<file path="config.mk">
export PLATFORM = sky130hd
export DESIGN_NAME = tick_timer
export DESIGN_NICKNAME = d
export VERILOG_FILES = /design/src/rtl/tick_timer.sv
export SDC_FILE = /design/constraint.sdc
export NUM_CORES = 1
export LEC_CHECK = 0
export ABC_CLOCK_PERIOD_IN_PS = 2800
export BUFFER_PORTS_ARGS = -buffer_cell sky130_fd_sc_hd__buf_2
export CAP_MARGIN = 5
export CELL_PAD_IN_SITES_DETAIL_PLACEMENT = 0
export CELL_PAD_IN_SITES_GLOBAL_PLACEMENT = 1
export CORE_AREA = 2 2 116 118
export CTS_CLUSTER_SIZE = 25
export DETAILED_ROUTE_END_ITERATION = 10
export DIE_AREA = 0 0 118 120
export PLACE_DENSITY = 0.52
export SLEW_MARGIN = 25
export SYNTH_ARGS = -nofsm -noshare
export SYNTH_HDL_FRONTEND = slang
export SYNTH_SLANG_ARGS = --single-unit
export TNS_END_PERCENT = 100
</file>
<file path="constraint.sdc">
create_clock -name clk -period 2.8 [get_ports clk]
set_input_delay 0.28 -clock clk [delete_from_list [all_inputs] [get_ports clk]]
set_output_delay 0.28 -clock clk [all_outputs]
set_load 0.05 [all_outputs]
</file>
<file path="src/rtl/tick_timer.sv">
module tick_timer #(
  parameter int          CNT_W     = 24,
  parameter int          ADDR_W    = 8,
  parameter logic [31:0] CALIB_VAL = 32'h4000_0064
) (
  input  logic              clk,
  input  logic              rst_n,
  input  logic              bus_wr,
  input  logic              bus_rd,
  input  logic [ADDR_W-1:0] bus_addr,
  input  logic [31:0]       bus_wdata,
  output logic [31:0]       bus_rdata,
  input  logic              ref_clk_in,
  output logic              tick_irq
);
  localparam logic [ADDR_W-1:0] OFF_CTRL  = ADDR_W'('h10);
  localparam logic [ADDR_W-1:0] OFF_RLD   = ADDR_W'('h14);
  localparam logic [ADDR_W-1:0] OFF_CUR   = ADDR_W'('h18);
  localparam logic [ADDR_W-1:0] OFF_CALIB = ADDR_W'('h1C);
  localparam logic [CNT_W-1:0]  ONE       = CNT_W'(1);

  logic             en_q, ie_q, src_q, flag_q;
  logic [CNT_W-1:0] reload_q, cnt_q;
  logic [2:0]       ref_sync;

  wire wr_ctrl  = bus_wr & (bus_addr == OFF_CTRL);
  wire wr_rld   = bus_wr & (bus_addr == OFF_RLD);
  wire wr_cur   = bus_wr & (bus_addr == OFF_CUR);
  wire rd_ctrl  = bus_rd & (bus_addr == OFF_CTRL);
  wire ref_rise = ref_sync[1] & ~ref_sync[2];
  wire step     = en_q & (src_q | ref_rise);
  wire start    = wr_ctrl & bus_wdata[0] & ~en_q;
  wire hit      = step & (cnt_q == ONE) & ~wr_cur & ~start;
  wire unused_wbits = &{1'b0, bus_wdata};

  always_ff @(posedge clk) begin
    if (!rst_n) ref_sync <= '0;
    else        ref_sync <= {ref_sync[1:0], ref_clk_in};
  end

  always_ff @(posedge clk) begin
    if (!rst_n) begin
      en_q <= 1'b0; ie_q <= 1'b0; src_q <= 1'b0;
    end else if (wr_ctrl) begin
      {src_q, ie_q, en_q} <= bus_wdata[2:0];
    end
  end

  always_ff @(posedge clk) begin
    if (!rst_n)      reload_q <= '0;
    else if (wr_rld) reload_q <= bus_wdata[CNT_W-1:0];
  end

  always_ff @(posedge clk) begin
    if (!rst_n)              cnt_q <= '0;
    else if (wr_cur | start) cnt_q <= reload_q;
    else if (step)           cnt_q <= (cnt_q == '0) ? reload_q : cnt_q - ONE;
  end

  always_ff @(posedge clk) begin
    if (!rst_n)                flag_q <= 1'b0;
    else if (hit)              flag_q <= 1'b1;
    else if (wr_cur | rd_ctrl) flag_q <= 1'b0;
  end

  always_ff @(posedge clk) begin
    if (!rst_n) tick_irq <= 1'b0;
    else        tick_irq <= hit & ie_q;
  end

  always_comb begin
    bus_rdata = '0;
    case (bus_addr)
      OFF_CTRL:  begin
        bus_rdata[16]  = flag_q;
        bus_rdata[2:0] = {src_q, ie_q, en_q};
      end
      OFF_RLD:   bus_rdata = 32'(reload_q);
      OFF_CUR:   bus_rdata = en_q ? 32'(cnt_q) : 32'd0;
      OFF_CALIB: bus_rdata = CALIB_VAL;
      default:   bus_rdata = '0;
    endcase
  end
endmodule

</file>
==> out/metrics.csv <==
stage,metric,value,unit
logic_synthesis,synth_top_area_share,35.4,%
floorplan,num_io_pins,78,
sta,setup_tns,0,ns
clock_tree,clock-root-buffer,clkbuf_16,
clock_tree,cts_hold_buf,0,
placed_design,place_hpwl,8.05,mm
drt,drc_errors,0,
layout,fin_util,30.0,%
logic_synthesis,synth.area.mux_share,0.987,%
sta,setup_viol_count_final,0,
clock_tree,htreeDepth,2,
sta,final_max_slew_viol_count,0,
sta,whs,0.184,ns
floorplan,core-area,13000,sq um
clock_tree,clk_latency,0.30,ns
logic_synthesis,ys_seq_elements,56,
sta,period_needed,2.40,ns
logic_synthesis,synth_top_family_by_area,simple AND/OR/NAND/NOR gates,
logic_synthesis,synthFlopType,dfxtp_1,
logic_synthesis,yosysWarnings,0,
logic_synthesis,syn-cell-area,3170,sq um
worst_setup_path,end_kind,register,
worst_setup_path,worstPathMaxFanout,6,
logic_synthesis,yosys-top-cells-count,"82 x nand2_1, 56 x dfxtp_1, 41 x a21oi_1",
logic_synthesis,synth_edf_count,0,
logic_synthesis,yosysMostFrequentCell,nand2_1,
clock_tree,clkSinkCount,56,
clock_tree,cts_made_buffers,5,
clock_tree,post_cts_buffers,0,
drt,drtPass1Iterations,5,
logic_synthesis,synth_xor_area_share,0,%
drt,wirelength,11.1,mm
logic_synthesis,ys_types,61,
layout,final_nets,526,
global_routing,grt_overflow,0,
floorplan,rows,42,
sta,fmax,0.416,GHz
logic_synthesis,synthArstFlopShare,0,%
placed_design,dp.cells,647,
floorplan,start_util,24.4,%
floorplan,dieHeight,120,microns
sta,slew_headroom,44.0,%
sta,fin_worst_skew,0.00694,ns
power,p_leak,1.56,nW
drt,wl_per_cell,17.0,microns
worst_setup_path,worst-setup-path-type,register to register,
drt,viasPerCell,5.09,
power,power_density,429,nW/um^2
logic_synthesis,synth_compound_area_share,26.2,%
clock_tree,clk_pin_slew,0.08,ns
worst_setup_path,critPathLaunchType,register,
logic_synthesis,synth_top_area_cell,dfxtp_1,
job,maxCapViolations,0,
worst_setup_path,crit_path_start,cnt_q[0],
worst_setup_path,required,3.00,ns
drt,vias,3331,
power,vdd_drop_max,0.268,mV
logic_synthesis,postSynthAreaPerCell,7.62,sq um
global_routing,grt_pass1_wl,17.8,mm
global_routing,grt_max_degree,44,
global_routing,first_global_vias,3251,
layout,drive_above_1_share,22.8,%
clock_tree,cts_buffer_depth,2,
logic_synthesis,ys_seq_area_share,35.4,%
worst_setup_path,arrival,2.60,ns
global_routing,grt.total_usage,15.9,%
sta,post-route-period-util,85.8,%
clock_tree,ctsResizeCount,0,
global_routing,antenna_found_initial,0,
clock_tree,cts_tree,yes,
layout,finalNonFillerCells,655,
worst_setup_path,timing.rr.start,cnt_q[0],
drt,postRouteAntennaNets,0,
drt,drtIter0Drc,252,
layout,diodes,0,
layout,area_growth,22.9,%
floorplan,die_x,118,microns
logic_synthesis,yosys.area_share.simple,29.8,%
power,total_power,1.67,mW
logic_synthesis,netlist_instances,416,
floorplan,die_area,14200,sq um
worst_hold_path,hp-start,ref_clk_in,
worst_hold_path,hp-class,input port to register,
logic_synthesis,synthAdderAreaFrac,1.18,%
placed_design,gp_congestion,0.802,
logic_synthesis,yosys-top-cells-area,"dfxtp_1 35%, nand2_1 9.7%, a21oi_1 6.5%",
placed_design,numPortBuffers,62,
sta,rsz0062_at_grt,no,
sta,hold_violations,0,
sta,worst_pin_slew,0.837,ns
run_status,status,"finished, final reports clean",
[stage by stage]
stage / instance area (sq um) / setup slack [ns]
6_report: 3900 / 0.399
5_1_grt: 3900 / 0.268
4_1_cts: 3900 / 0.424
3_5_place_dp: 3710 / 0.423
3_3_place_gp: 3710 / 0.425
2_1_floorplan: 3190 / 0.432
[critical path, stage by stage, from the launching register on]
cell     delay [ns]
dfxtp_1        0.43
inv_1          0.14
ha_1           0.23
and3_1         0.20
and3_1         0.17
buf_4          0.16
a21oi_1        0.54
nor2_1         0.16
a22o_1         0.26
[cells in the final DEF (no fill, tap or decap), drive strengths merged, types with 4 or more instances in the layout]
cell type and instances:
a21oi 41, a22o 21, a31oi 12, and2 4
buf 84, clkbuf 7, conb 7, dfxtp 56
inv 6, nand2 82, nand3 21, nand4 5
nor2 24, nor3 18, nor3b 5, nor4 9
o211ai 5, o21ai 16, or4 5
[flip-flops by register name, summed over array words and instances, names as in the netlist]
name,flops
reload_q,24
src_q,1
flag_q,1
en_q,1
cnt_q,24
tick_irq,1
ie_q,1
ref_sync,3
[kinds of logic (layout without fill, tap and decap cells)]
| family | count (synthesis) | count (layout) |
|---|---|---|
| flip-flops | 56 | 56 |
| adder cells (fa/ha/maj) | 3 | 3 |
| AND/OR/NAND/NOR | 188 | 188 |
| multiplexers | 3 | 3 |
| other | 1 | 7 |
| AO/OA/AOI/OAI | 124 | 124 |
| buffers and inverters | 41 | 98 |
[where the power goes]
group	internal [mW]	total, mW	switching, mW
combinational	0.0298	0.0967	0.0669
clock	0.472	0.776	0.304
sequential	0.798	0.799	0.00123
total	1.30	1.67	0.372
[area by class of cell]
| cell class | instances | area [sq um] |
|---|---|---|
| clock buffers | 7 | 153 |
| clock inverters | 1 | 30.0 |
| fillers | 1436 | 9080 |
| inverters | 6 | 22.5 |
| multi-input cells | 325 | 1870 |
| flip-flops and latches | 56 | 1120 |
| well taps | 176 | 220 |
| repair buffers | 84 | 475 |
[layer usage]
metal | track usage, % | share of wire [%]
met4 | 5.80 | 1.9
met5 | 0 | 0
met1 | 20.7 | 46
met3 | 2.14 | 3.6
met2 | 26.9 | 48
[worst paths after layout]
kind / end / slack [ns] / depth (start not counted)
worst max-delay path: cnt_q[12] / 0.40 / 8
worst min-delay path: ref_sync[0] / 0.18 / 2
worst max register to register: cnt_q[12] / 0.40 / 8
worst min register to register: ref_sync[1] / 0.44 / 1
Note: power is estimated with default switching activity, not from simulation.
